$ cat config.mk
export PLATFORM = sky130hd
export DESIGN_NAME = bus_parity_unit
export DESIGN_NICKNAME = d
export VERILOG_FILES = /design/src/rtl/bpu_pkg.sv /design/src/rtl/bpu_phase_track.sv /design/src/rtl/bpu_par_gen.sv /design/src/rtl/bpu_par_check.sv /design/src/rtl/bus_parity_unit.sv
export SDC_FILE = /design/constraint.sdc
export NUM_CORES = 1
export LEC_CHECK = 0
export BUFFER_PORTS_ARGS = -buffer_cell sky130_fd_sc_hd__buf_2
export CORE_UTILIZATION = 43
export CTS_BUF_LIST = sky130_fd_sc_hd__clkbuf_4 sky130_fd_sc_hd__clkbuf_8
export DETAILED_ROUTE_END_ITERATION = 8
export HOLD_SLACK_MARGIN = 0.1
export PLACE_DENSITY = 0.95
export SYNTH_ARGS = -nofsm -noshare
export SYNTH_HDL_FRONTEND = slang
export SYNTH_SLANG_ARGS = --single-unit
$ cat constraint.sdc
create_clock -name clk -period 4.6 [get_ports clk]
set_clock_uncertainty 0.05 [all_clocks]
set_input_delay 0.92 -clock clk [delete_from_list [all_inputs] [get_ports clk]]
set_output_delay 0.92 -clock clk [all_outputs]
set_load 0.005 [all_outputs]
$ cat src/rtl/bpu_pkg.sv
package bpu_pkg;
  // One qualified bus phase: whether it fired this edge and whether
  // this agent owns the parity bit for it.
  typedef struct packed {
    logic fire;
    logic drive;
  } phase_evt_t;
endpackage

$ cat src/rtl/bpu_phase_track.sv
module bpu_phase_track
  import bpu_pkg::*;
(
  input  logic       clk,
  input  logic       rst,
  input  logic       frame_n_i,
  input  logic       irdy_n_i,
  input  logic       trdy_n_i,
  input  logic       initiator_i,
  input  logic       write_i,
  output phase_evt_t evt_o
);
  logic idle_q;
  logic in_data_q;
  logic role_q;
  logic write_q;
  logic addr_phase;
  logic data_evt;
  logic txn_close;

  assign addr_phase = idle_q & ~frame_n_i;
  assign data_evt   = in_data_q & (write_q ? ~irdy_n_i : ~trdy_n_i);
  // Transaction ends on an idle bus or on the final completed phase.
  assign txn_close  = frame_n_i & (irdy_n_i | ~trdy_n_i);

  always_ff @(posedge clk) begin
    if (rst) begin
      idle_q    <= 1'b1;
      in_data_q <= 1'b0;
      role_q    <= 1'b0;
      write_q   <= 1'b0;
    end else begin
      idle_q <= frame_n_i & irdy_n_i;
      if (addr_phase) begin
        in_data_q <= 1'b1;
        role_q    <= initiator_i;
        write_q   <= write_i;
      end else if (txn_close) begin
        in_data_q <= 1'b0;
      end
    end
  end

  always_comb begin
    evt_o.fire  = addr_phase | data_evt;
    // Initiator owns write data, target owns read data.
    evt_o.drive = addr_phase ? initiator_i : (role_q == write_q);
  end

  // an address phase always opens a data window on the next clock
  assert_addr_opens_data_R2: assert property (@(posedge clk) disable iff (rst)
    addr_phase |=> in_data_q);

  // an address phase and a data phase never qualify on the same edge
  assert_phase_exclusive_R11: assert property (@(posedge clk) disable iff (rst)
    !(addr_phase && data_evt));
endmodule

$ cat src/rtl/bpu_par_gen.sv
module bpu_par_gen
  import bpu_pkg::*;
#(
  parameter int DATA_W = 32,
  parameter int BE_W   = 4
) (
  input  logic              clk,
  input  logic              rst,
  input  logic [DATA_W-1:0] ad_i,
  input  logic [BE_W-1:0]   cbe_n_i,
  input  phase_evt_t        evt_i,
  output logic              par_o,
  output logic              oe_o
);
  localparam int LANE_W = DATA_W / BE_W;

  logic [BE_W-1:0] lane_par;
  logic            par_now;
  logic            par_q;
  logic            oe_q;

  // Per byte lane: fold the lane's data bits with its enable bit.
  for (genvar l = 0; l < BE_W; l++) begin : g_lane
    assign lane_par[l] = (^ad_i[l*LANE_W +: LANE_W]) ^ cbe_n_i[l];
  end
  assign par_now = ^lane_par;

  always_ff @(posedge clk) begin
    if (rst) begin
      par_q <= 1'b0;
      oe_q  <= 1'b0;
    end else begin
      oe_q <= evt_i.fire & evt_i.drive;
      if (evt_i.fire) par_q <= par_now;
    end
  end

  assign par_o = par_q;
  assign oe_o  = oe_q;

  // the enable only follows a qualified phase this agent owns
  assert_oe_follows_phase_R3: assert property (@(posedge clk) disable iff (rst)
    oe_q |-> ($past(evt_i.fire) && $past(evt_i.drive)));
endmodule

$ cat src/rtl/bpu_par_check.sv
module bpu_par_check
  import bpu_pkg::*;
(
  input  logic       clk,
  input  logic       rst,
  input  phase_evt_t evt_i,
  input  logic       cap_par_i,
  input  logic       par_i,
  output logic       chk_o,
  output logic       perr_o
);
  logic chk_q;
  logic perr_q;

  always_ff @(posedge clk) begin
    if (rst) begin
      chk_q  <= 1'b0;
      perr_q <= 1'b0;
    end else begin
      chk_q  <= evt_i.fire & ~evt_i.drive;
      perr_q <= chk_q & (par_i != cap_par_i);
    end
  end

  assign chk_o  = chk_q;
  assign perr_o = perr_q;

  // a pulse needs a compare window on the edge before it
  assert_pulse_needs_check_R8: assert property (@(posedge clk) disable iff (rst)
    perr_q |-> $past(chk_q));
endmodule

$ cat src/rtl/bus_parity_unit.sv
module bus_parity_unit
  import bpu_pkg::*;
#(
  parameter int DATA_W = 32,
  parameter int BE_W   = 4
) (
  input  logic              clk,
  input  logic              rst,
  input  logic [DATA_W-1:0] ad_i,
  input  logic [BE_W-1:0]   cbe_n_i,
  input  logic              frame_n_i,
  input  logic              irdy_n_i,
  input  logic              trdy_n_i,
  input  logic              initiator_i,
  input  logic              write_i,
  input  logic              par_i,
  output logic              par_o,
  output logic              par_oe_o,
  output logic              perr_pulse_o
);
  phase_evt_t evt;
  logic       chk_pending;

  bpu_phase_track u_track (
    .clk         (clk),
    .rst         (rst),
    .frame_n_i   (frame_n_i),
    .irdy_n_i    (irdy_n_i),
    .trdy_n_i    (trdy_n_i),
    .initiator_i (initiator_i),
    .write_i     (write_i),
    .evt_o       (evt)
  );

  bpu_par_gen #(.DATA_W(DATA_W), .BE_W(BE_W)) u_gen (
    .clk     (clk),
    .rst     (rst),
    .ad_i    (ad_i),
    .cbe_n_i (cbe_n_i),
    .evt_i   (evt),
    .par_o   (par_o),
    .oe_o    (par_oe_o)
  );

  bpu_par_check u_check (
    .clk       (clk),
    .rst       (rst),
    .evt_i     (evt),
    .cap_par_i (par_o),
    .par_i     (par_i),
    .chk_o     (chk_pending),
    .perr_o    (perr_pulse_o)
  );

  // driven parity makes the 36-bit set even
  assert_even_parity_R1: assert property (@(posedge clk) disable iff (rst)
    par_oe_o |-> ((^{par_o, $past(ad_i), $past(cbe_n_i)}) == 1'b0));

  // never compare a phase this agent is driving
  assert_no_self_check_R9: assert property (@(posedge clk) disable iff (rst)
    !(par_oe_o && chk_pending));

  // reset leaves the outputs quiet
  assert_reset_quiet_R10: assert property (@(posedge clk)
    rst |=> (!par_oe_o && !perr_pulse_o));
endmodule

==> summary.md, run 1 <==
| Metric | Value |
|---|---|
| Run status | `finished clean` |
| Share of total power in combinational logic | `50.2%` |
| H-tree levels | `1` |
| Post-synthesis cell type count | `15` |
| Worst setup slack after placement | `2134 ps` |
| I/O pin cnt | `47` |
| Cell internal pwr | `0.0001871 W` |
| Largest net degree at the start of global routing | `8` |
| Count of port buffers added during placement | `46` |
| Worst r2r src | `u_track.write_q$_SDFFE_PP0P_` |
| Minimum period implied by the final worst setup slack | `2191 ps` |
| Global-route congestion overflow total | `0` |
| CTS Buffer Depth | `2` |
| Dpl hpwl | `1.303 mm` |
| Total number of vias | `611` |
| Die boundary height | `39.53 um` |
| Hold_ws | `400.4 ps` |
| Number of fill cells | `110` |
| Latest clock arrival within the worst-skew pair | `260 ps` |
| Most common cell after layout, fill and taps aside | `sky130_fd_sc_hd__buf_2` |
| Endpoint type of the worst setup path | `flop` |
| Layout cell share with drive strength beyond 1 | `44.14%` |
| Global-route wire length before repair | `2.070 mm` |
| Total negative slack for setup checks | `0 ps` |
| Unrepaired setup endpoints after global routing | `false` |
| Max-Cap Viols | `0` |
| Total area of sequential cells | `160.2 um^2` |
| Hold Path Origin | `u_check.chk_o$_SDFF_PP0_` |
| Seq pwr share | `29.9%` |
| Total power per unit cell area | `306.4 mW/mm^2` |
| Largest driver fanout on the critical path | `1` |
| Cell at the root of the clock tree | `sky130_fd_sc_hd__clkbuf_4` |
| Number of nets in the synthesized netlist | `106` |
| First-pass iteration count of the detailed router | `4` |
| Hold Path Cell Cnt | `1` |
| Starting utilization of the core area | `46.54%` |
| Chip width | `39.53 um` |
| Hold WC Path Type | `flop to flop` |
| Clock power share | `19.9%` |
| Most frequent cells in the layout | `sky130_fd_sc_hd__buf_2, sky130_fd_sc_hd__xnor2_1, sky130_fd_sc_hd__dfxtp_1` |
| Post-synthesis cell count | `62` |
| Resized cells post-CTS | `0` |
| Slew at the pin closest to its max-slew limit | `371.7 ps` |
| Setup WS post-layout | `2409 ps` |
| WL final | `1.434 mm` |
| Minimum setup slack among reg-to-reg paths | `3410 ps` |
| Layout net count | `157` |
| Sequential-to-total area share from yosys stat | `26.45%` |
| Number of rows in the core area | `13` |
| Worst-path clk slew | `50 ps` |
| Die Outline Area | `0.001562 mm^2` |
| Routed wire per std cell | `11.38 um` |
| Number of antenna violations at the first check in global routing | `0` |
| Critical path arrival | `2290 ps` |
| Final hold viol count | `0` |
| Startpoint Class | `input pin` |
| Area of the multi-input gates | `437.9 um^2` |
| Final Max Tran Viols | `0` |
| Clock tree sinks | `8` |
| Ratio of final minimum period to clock period | `47.62%` |
| Flops & latches, synth | `8` |
| Achievable Freq | `456.5 MHz` |
| FF-to-FF End | `u_gen.par_o$_SDFFE_PP0P_` |
| Mean post-synth cell area | `9.767 um^2` |
| Vias/cell | `4.849` |
| Clock buffer count from CTS | `3` |
| Max-slew headroom at the worst pin | `75.22%` |
| Detailed Route Iter0 Violations | `11` |
| Synth Warn # | `0` |
| Largest cells by area after synthesis | `sky130_fd_sc_hd__xnor2_1, sky130_fd_sc_hd__dfxtp_1, sky130_fd_sc_hd__mux2i_1` |
| Antenna diodes | `0` |
| End of the worst hold path | `u_check.perr_o$_SDFF_PP0_` |
| Core area | `0.001301 mm^2` |
| Share of total power consumed by net switching | `30.37%` |
| Post-Synthesis Cell Area | `605.6 um^2` |
| Max rail drop VDD | `0.0001654 V` |
| DRT antenna net count | `0` |
| Layout Area Growth over Synthesis | `44.83%` |
| Total GRT Usage | `20.64%` |
| Critical path class | `input pin to flop` |
| Number of global-route vias before repair | `512` |
| Switching power of the nets | `0.00008163 W` |
| LEAKAGE | `0.4158 nW` |
| Post-CTS Repair Setup Buffers | `0` |
| Most area-hungry cell type in the Yosys netlist | `sky130_fd_sc_hd__xnor2_1` |
| Logic depth of the worst register-to-register path | `4` |
| Area share of the largest cell type after synthesis | `44.83%` |
| Final setup violation count | `0` |
| TritonCTS clock tree | `done` |
| Required time of the critical path | `4700 ps` |
| Weighted congestion at the end of routability-driven global placement | `0.7445` |
| Overall power after layout | `0.0002688 W` |
| Post-cts hold buffer count | `0` |
| DRC violations left | `0` |
[registers in the layout (all words and copies together), names as in the netlist]
register           flops
u_track.in_data_q      1
u_track.idle_q         1
u_track.role_q         1
u_check.perr_o         1
u_check.chk_o          1
u_gen.par_o            1
u_track.write_q        1
u_gen.oe_o             1
[worst max-delay path, stage by stage]
cell and delay [ps]:
sky130_fd_sc_hd__buf_2 100, sky130_fd_sc_hd__xnor2_1 230, sky130_fd_sc_hd__xnor2_1 190, sky130_fd_sc_hd__xnor2_1 170
sky130_fd_sc_hd__xnor3_1 360, sky130_fd_sc_hd__xnor2_1 150, sky130_fd_sc_hd__o21a_1 160
[power groups by stage]
stage | clock (W) | sequential (W) | combinational [W]
6_report | 0.0000535 | 0.0000804 | 0.000135
5_1_grt | 0.0000587 | 0.0000808 | 0.000144
4_1_cts | 0.0000549 | 0.0000803 | 0.000136
3_5_place_dp | 0 | 0.0000817 | 0.000135
3_3_place_gp | 0 | 0.0000812 | 0.000127
2_1_floorplan | 0 | 0.0000810 | 0.0000974
[cell type report]
class / count / area share, %
Tap cell: 15 / 2.140
Timing Repair Buffer: 46 / 26.25
Clock buffer: 3 / 2.568
Inverter: 2 / 0.8559
Multi-Input combinational cell: 52 / 49.93
Sequential cell: 8 / 18.26
[cells in the mapped netlist]
| cell | n |
|---|---|
| sky130_fd_sc_hd__o21a_1 | 1 |
| sky130_fd_sc_hd__xnor2_1 | 31 |
| sky130_fd_sc_hd__o21ai_0 | 1 |
| sky130_fd_sc_hd__nor2_1 | 2 |
| sky130_fd_sc_hd__dfxtp_1 | 8 |
| sky130_fd_sc_hd__mux2i_1 | 4 |
| sky130_fd_sc_hd__xnor3_1 | 1 |
| sky130_fd_sc_hd__a21oi_1 | 2 |
| sky130_fd_sc_hd__nand2_1 | 1 |
| sky130_fd_sc_hd__nor3b_1 | 2 |
| sky130_fd_sc_hd__a21o_1 | 1 |
| sky130_fd_sc_hd__inv_1 | 2 |
| sky130_fd_sc_hd__nor3_1 | 1 |
| sky130_fd_sc_hd__a22oi_1 | 1 |
| sky130_fd_sc_hd__xor2_1 | 4 |
[per-layer routing]
metal  global-route usage, %  wire (um)  up-vias
li1                        -          -      297
met1                   18.15        430      286
met2                   40.16        916       23
met3                   6.818         60        5
met4                   10.34         27        0
met5                       0          0        -
[how the worst max path moves through the flow]
stage | startpoint | end | slack, ps | cells past startpoint
finish | ad_i[7] | u_gen.par_o$_SDFFE_PP0P_ | 2410 | 7
floorplan | ad_i[25] | u_gen.par_o$_SDFFE_PP0P_ | 2370 | 6
CTS | ad_i[7] | u_gen.par_o$_SDFFE_PP0P_ | 2400 | 7
global route | ad_i[7] | u_gen.par_o$_SDFFE_PP0P_ | 2370 | 7
detailed placement | ad_i[7] | u_gen.par_o$_SDFFE_PP0P_ | 2130 | 7
global placement | ad_i[25] | u_gen.par_o$_SDFFE_PP0P_ | 2230 | 7
[metrics by stage]
stage          utilization [%]  instances  area (um^2)
2_1_floorplan                -         62        605.6
3_3_place_gp             65.67        123        854.6
3_5_place_dp             65.67        123        854.6
4_1_cts                  67.40        126        877.1
5_1_grt                  67.40        126        877.1
6_report                 67.40        126        877.1
[cells by family (layout without fill, tap and decap cells)]
kind of cell,count (synthesis),in the layout,share of synthesized area (%)
compound gates,6,6,6.199
xor+xnor,36,36,54.34
buf+inv,2,51,1.240
flops,8,8,26.45
mux,4,4,6.612
simple gates,6,6,5.164
No activity file was read; power rests on OpenSTA's default activity.
==> run 2: changes to the inputs <==
- CORE_UTILIZATION: 43 -> 36
- PLACE_DENSITY: 0.95 -> 0.87
- clock period: 4.6 -> 1.89 ns (I/O delays scaled with it)
==> run 2 against run 1 <==
  * Sequential power is 140% higher
  * Non-clock buffer count unchanged
  * First-iteration DRC count shrank 36%
  * Register-to-register slack worse by 2700 ps
  * Sequential share of layout area barely moved
  * Final cell count up 0.79%
  * Hold slack lost 70 ps
  * Wire length decreased by 13%
  * Via count is 2.8% lower
  * Total power grew 140%
  * Clock power is 130% higher
  * Cell area increased by 0.14%
  * Critical path type unchanged
  * Largest power group unchanged
==> summary.md, run 2 (synthesis results as in run 1) <==
| Metric | Value |
|---|---|
| Post-cts hold buffer count | `0` |
| Most frequent cells in the layout | `sky130_fd_sc_hd__buf_2, sky130_fd_sc_hd__xnor2_1, sky130_fd_sc_hd__dfxtp_1` |
| Layout Area Growth over Synthesis | `45.04%` |
| Ratio of final minimum period to clock period | `85.13%` |
| Crit path capture | `u_gen.par_o$_SDFFE_PP0P_` |
| Critical path origin | `ad_i[25]` |
| Weighted congestion at the end of routability-driven global placement | `0.6415` |
| Total number of vias | `594` |
| Buffer and inverter count on the worst path | `1` |
| Latest clock arrival within the worst-skew pair | `240 ps` |
| Hold WC Path Type | `input pin to flop` |
| Number of antenna violations at the first check in global routing | `0` |
| Total GRT Usage | `14.22%` |
| Max-slew headroom at the worst pin | `74.52%` |
| Layout net count | `157` |
| Number of global-route vias before repair | `567` |
| Final setup violation count | `0` |
| Max rail drop VDD | `0.0003117 V` |
| Total power per unit cell area | `724.3 mW/mm^2` |
| Core area | `0.001541 mm^2` |
| LEAKAGE | `0.4158 nW` |
| Achievable Freq | `621.5 MHz` |
| Number of rows in the core area | `14` |
| Detailed Route Iter0 Violations | `7` |
| Number of fill cells | `146` |
| Max-Cap Viols | `0` |
| Total area of sequential cells | `160.2 um^2` |
| Routed wire per std cell | `9.795 um` |
| DRC violations left | `0` |
| Final hold viol count | `0` |
| Required time of the critical path | `1980 ps` |
| Final Max Tran Viols | `0` |
| Global-route congestion overflow total | `0` |
| Clock tree sinks | `8` |
| Antenna diodes | `0` |
| Total negative slack for setup checks | `0 ps` |
| Run status | `finished clean` |
| Series of cell instances along the critical path | `buf_2 -> xor2_1 -> xnor2_1 -> xnor2_1 -> xnor3_1 -> xnor2_1 -> o21a_1` |
| Area of the multi-input gates | `437.9 um^2` |
| DRT antenna net count | `0` |
| I/O pin cnt | `47` |
| Startpoint Class | `input pin` |
| Cell at the root of the clock tree | `sky130_fd_sc_hd__clkbuf_4` |
| First-pass iteration count of the detailed router | `2` |
| Clock buffer count from CTS | `3` |
| Critical path arrival | `1700 ps` |
| Largest driver fanout on the critical path | `1` |
| Minimum period implied by the final worst setup slack | `1609 ps` |
| Post-CTS Repair Setup Buffers | `0` |
| Die boundary height | `43.02 um` |
| Starting utilization of the core area | `39.29%` |
| Minimum setup slack among reg-to-reg paths | `680 ps` |
| Slowest stage cell, crit path | `sky130_fd_sc_hd__xnor3_1` |
| Count of port buffers added during placement | `46` |
| Worst path top cell family by delay | `XOR/XNOR gates` |
| Chip width | `43.02 um` |
| Endpoint type of the worst setup path | `flop` |
| Most frequent cell on the critical path | `sky130_fd_sc_hd__xnor2_1` |
| Largest net degree at the start of global routing | `8` |
| Global-route wire length before repair | `2.001 mm` |
| Worst path max stage delay | `420 ps` |
| Unrepaired setup endpoints after global routing | `false` |
| Worst-path clk slew | `50 ps` |
| FF-to-FF End | `u_gen.par_o$_SDFFE_PP0P_` |
| Die Outline Area | `0.001850 mm^2` |
| Layout cell share with drive strength beyond 1 | `44.14%` |
| Vias/cell | `4.677` |
| Path length in cells of the critical path | `7` |
| Dpl hpwl | `1.122 mm` |
| TritonCTS clock tree | `done` |
| Slew at the pin closest to its max-slew limit | `382.2 ps` |
| Most common cell after layout, fill and taps aside | `sky130_fd_sc_hd__buf_2` |
| Resized cells post-CTS | `0` |
| Worst r2r src | `u_track.write_q$_SDFFE_PP0P_` |
| CTS Buffer Depth | `2` |
| Logic depth of the worst register-to-register path | `4` |
| WL final | `1.244 mm` |
| H-tree levels | `1` |
| Placed cell count | `124` |
| Non-filler instance count after layout | `127` |
| Critical path class | `input pin to flop` |
-- run 2: how the worst min path moves through the flow --
stage / start / end / slack (ps) / cells past startpoint
2_1_floorplan: u_check.chk_o$_SDFF_PP0_ / u_check.perr_o$_SDFF_PP0_ / 390 / 1
6_report: rst / u_track.write_q$_SDFFE_PP0P_ / 330 / 2
3_3_place_gp: u_check.chk_o$_SDFF_PP0_ / u_check.perr_o$_SDFF_PP0_ / 400 / 1
3_5_place_dp: u_check.chk_o$_SDFF_PP0_ / u_check.perr_o$_SDFF_PP0_ / 400 / 1
5_1_grt: write_i / u_track.write_q$_SDFFE_PP0P_ / 340 / 3
4_1_cts: rst / u_track.write_q$_SDFFE_PP0P_ / 320 / 2
-- run 2: per-stage QoR --
| step | hold slack (ps) | utilization (%) | setup WS (ps) | power [W] | cell area, um^2 |
|---|---|---|---|---|---|
| 2_1_floorplan | 388.9 | - | 205.5 | 0.0004341 | 605.6 |
| 3_3_place_gp | 395.0 | 55.52 | 67.37 | 0.0005069 | 855.8 |
| 3_5_place_dp | 399.8 | 55.52 | 22.45 | 0.0005177 | 855.8 |
| 4_1_cts | 323.5 | 56.98 | 269.2 | 0.0006454 | 878.3 |
| 5_1_grt | 341.0 | 56.98 | 209.0 | 0.0006782 | 878.3 |
| 6_report | 330.5 | 56.98 | 281.0 | 0.0006362 | 878.3 |
-- run 2: layer usage --
layer | vias up | part of all wire, % | track usage [%]
met5 | - | 0 | 0
met1 | 270 | 32 | 12.44
li1 | 299 | - | -
met2 | 23 | 62 | 29.39
met3 | 2 | 5.5 | 2.553
met4 | 0 | 1.0 | 7.273
-- run 2: power by group --
part | switching, W | internal (W)
sequential | 0.0000108 | 0.000184
combinational | 0.000118 | 0.000199
clock | 0.0000529 | 0.0000723
total | 0.000181 | 0.000455
-- run 2: worst reg2reg max path: stages, from the launching register on --
cell and delay, ps:
sky130_fd_sc_hd__dfxtp_1 400, sky130_fd_sc_hd__mux2i_1 90, sky130_fd_sc_hd__a22oi_1 320, sky130_fd_sc_hd__a21oi_1 130
sky130_fd_sc_hd__o21a_1 120
-- run 2: final cells by class --
class	count	area share, %
clock buffers	3	2.564
inverters	2	0.8547
multi-input cells	52	49.86
flip-flops and latches	8	18.23
well taps	16	2.279
repair buffers	46	26.21
==> run 3: changes to the inputs <==
- CORE_UTILIZATION: 36 -> 40
- PLACE_DENSITY: 0.87 -> 0.91
- SETUP_SLACK_MARGIN: unset -> 0.3
- clock period: 1.89 -> 1.76 ns (I/O delays scaled with it)
==> run 3 against run 2 <==
  * Via count shrank 0.84%
  * Largest cell class unchanged
  * Critical path depth unchanged
  * Highest routed layer unchanged
  * Wire length increased by 8.0%
==> summary.md, run 3 (synthesis results as in run 1) <==
| Metric | Value |
|---|---|
| Layout Area Growth over Synthesis | `46.07%` |
| Weighted congestion at the end of routability-driven global placement | `0.6923` |
| LEAKAGE | `0.4215 nW` |
| Final setup violation count | `0` |
| DRC violations left | `0` |
| Hold_ws | `282.4 ps` |
| Detailed Route Iter0 Violations | `11` |
| Most common cell after layout, fill and taps aside | `sky130_fd_sc_hd__buf_2` |
| Overall power after layout | `0.0006908 W` |
| Critical path class | `input pin to flop` |
| Slew at the pin closest to its max-slew limit | `360.3 ps` |
| Number of fill cells | `115` |
| Chip width | `40.91 um` |
| Achievable Freq | `637.7 MHz` |
| Cell internal pwr | `0.0004900 W` |
| Seq pwr share | `30.3%` |
| Slowest stage cell, crit path | `sky130_fd_sc_hd__xnor3_1` |
| Most frequent cell on the critical path | `sky130_fd_sc_hd__xnor2_1` |
| Number of global-route vias before repair | `470` |
| Core area | `0.001350 mm^2` |
| Dpl hpwl | `1.163 mm` |
| Clock power share | `20.1%` |
| Largest driver fanout on the critical path | `1` |
| H-tree levels | `1` |
| Series of cell instances along the critical path | `buf_2 -> xor2_1 -> xnor2_1 -> xnor2_1 -> xnor3_1 -> xnor2_1 -> o21a_1` |
| Post-CTS Repair Setup Buffers | `0` |
| Layout net count | `157` |
| Endpoint type of the worst setup path | `flop` |
| Total number of vias | `589` |
| Number of rows in the core area | `13` |
| Antenna diodes | `0` |
| Resized cells post-CTS | `0` |
| Hold WC Path Type | `input pin to flop` |
| Max-slew headroom at the worst pin | `75.98%` |
| Die Outline Area | `0.001674 mm^2` |
| Cell at the root of the clock tree | `sky130_fd_sc_hd__clkbuf_4` |
| TritonCTS clock tree | `done` |
| Clock tree sinks | `8` |
| Global-route wire length before repair | `1.738 mm` |
| Max-Cap Viols | `0` |
| Area of the multi-input gates | `445.4 um^2` |
| Critical path arrival | `1660 ps` |
| Minimum period implied by the final worst setup slack | `1568 ps` |
| Largest net degree at the start of global routing | `8` |
| Number of antenna violations at the first check in global routing | `0` |
| Required time of the critical path | `1860 ps` |
| Vias/cell | `4.675` |
| Cell area reported after detailed placement | `862.1 um^2` |
| Share of the core filled with cells | `65.52%` |
| Final Max Tran Viols | `0` |
| Run status | `finished clean` |
| First-pass iteration count of the detailed router | `4` |
| Final hold viol count | `0` |
| CTS Buffer Depth | `2` |
| Total power per unit cell area | `781.0 mW/mm^2` |
| Ratio of final minimum period to clock period | `89.09%` |
| Total area of sequential cells | `160.2 um^2` |
| Share of total power consumed by net switching | `29.08%` |
| Routed wire per std cell | `10.67 um` |
| Startpoint Class | `input pin` |
| Total GRT Usage | `16.42%` |
| Starting utilization of the core area | `44.86%` |
| Switching power of the nets | `0.0002009 W` |
| Clock buffer count from CTS | `3` |
| Most frequent cells in the layout | `sky130_fd_sc_hd__buf_2, sky130_fd_sc_hd__xnor2_1, sky130_fd_sc_hd__dfxtp_1` |
| Post-cts hold buffer count | `0` |
| Latest clock arrival within the worst-skew pair | `250 ps` |
| Count of port buffers added during placement | `46` |
| Max rail drop VDD | `0.0004419 V` |
| Die boundary height | `40.91 um` |
| Worst-path clk slew | `50 ps` |
| Unrepaired setup endpoints after global routing | `true` |
| Non-Filler Cell Area, Final | `884.6 um^2` |
| I/O pin cnt | `47` |
| WL final | `1.344 mm` |
| DRT antenna net count | `0` |
| Worst path max stage delay | `410 ps` |
| Layout cell share with drive strength beyond 1 | `45.05%` |
| Global-route congestion overflow total | `0` |
| Total negative slack for setup checks | `0 ps` |
| Share of total power in combinational logic | `49.6%` |
## run 3: cell counts in the layout (fill, tap and decap cells not counted)
Identical to the previous run, type by type.
## run 3: power by group through the flow
stage	clock network (W)	logic, W	registers [W]
3_3_place_gp	0	0.000334	0.000212
3_5_place_dp	0	0.000344	0.000213
2_1_floorplan	0	0.000256	0.000212
5_1_grt	0.000153	0.000381	0.000210
6_report	0.000139	0.000343	0.000209
4_1_cts	0.000138	0.000347	0.000209
## run 3: critical path: cells and delay by family
family / cells / cell delay, ps
compound gates: 1 / 160
xor+xnor: 5 / 1040
buf+inv: 1 / 100
## run 3: layout make-up
| class | instances | share of cell area (%) |
|---|---|---|
| clock buffer | 3 | 2.546 |
| inverter | 2 | 0.8487 |
| multi-input combinational | 52 | 50.35 |
| sequential | 8 | 18.10 |
| tap | 15 | 2.122 |
| timing repair buffer | 46 | 26.03 |
## run 3: metal layers
metal	part of all wire, %	vias up	global-route usage, %
li1	-	301	-
met1	33	259	15.41
met2	59	25	30.47
met3	5.9	4	6.522
met4	1.9	0	7.500
met5	0	-	0
## run 3: stage by stage
step	worst slack, ps	cells
floorplan	118.9	62
global placement	-38.33	123
detailed placement	-72.78	123
CTS	171.5	126
global route	89.62	126
finish	191.9	126
## run 3: final timing paths
kind | startpoint | to | slack (ps) | depth (start not counted)
setup / recovery | ad_i[15] | u_gen.par_o$_SDFFE_PP0P_ | 190 | 7
hold / removal | write_i | u_track.write_q$_SDFFE_PP0P_ | 280 | 3
setup reg to reg | u_track.write_q$_SDFFE_PP0P_ | u_gen.par_o$_SDFFE_PP0P_ | 600 | 4
hold reg to reg | u_check.chk_o$_SDFF_PP0_ | u_check.perr_o$_SDFF_PP0_ | 400 | 1
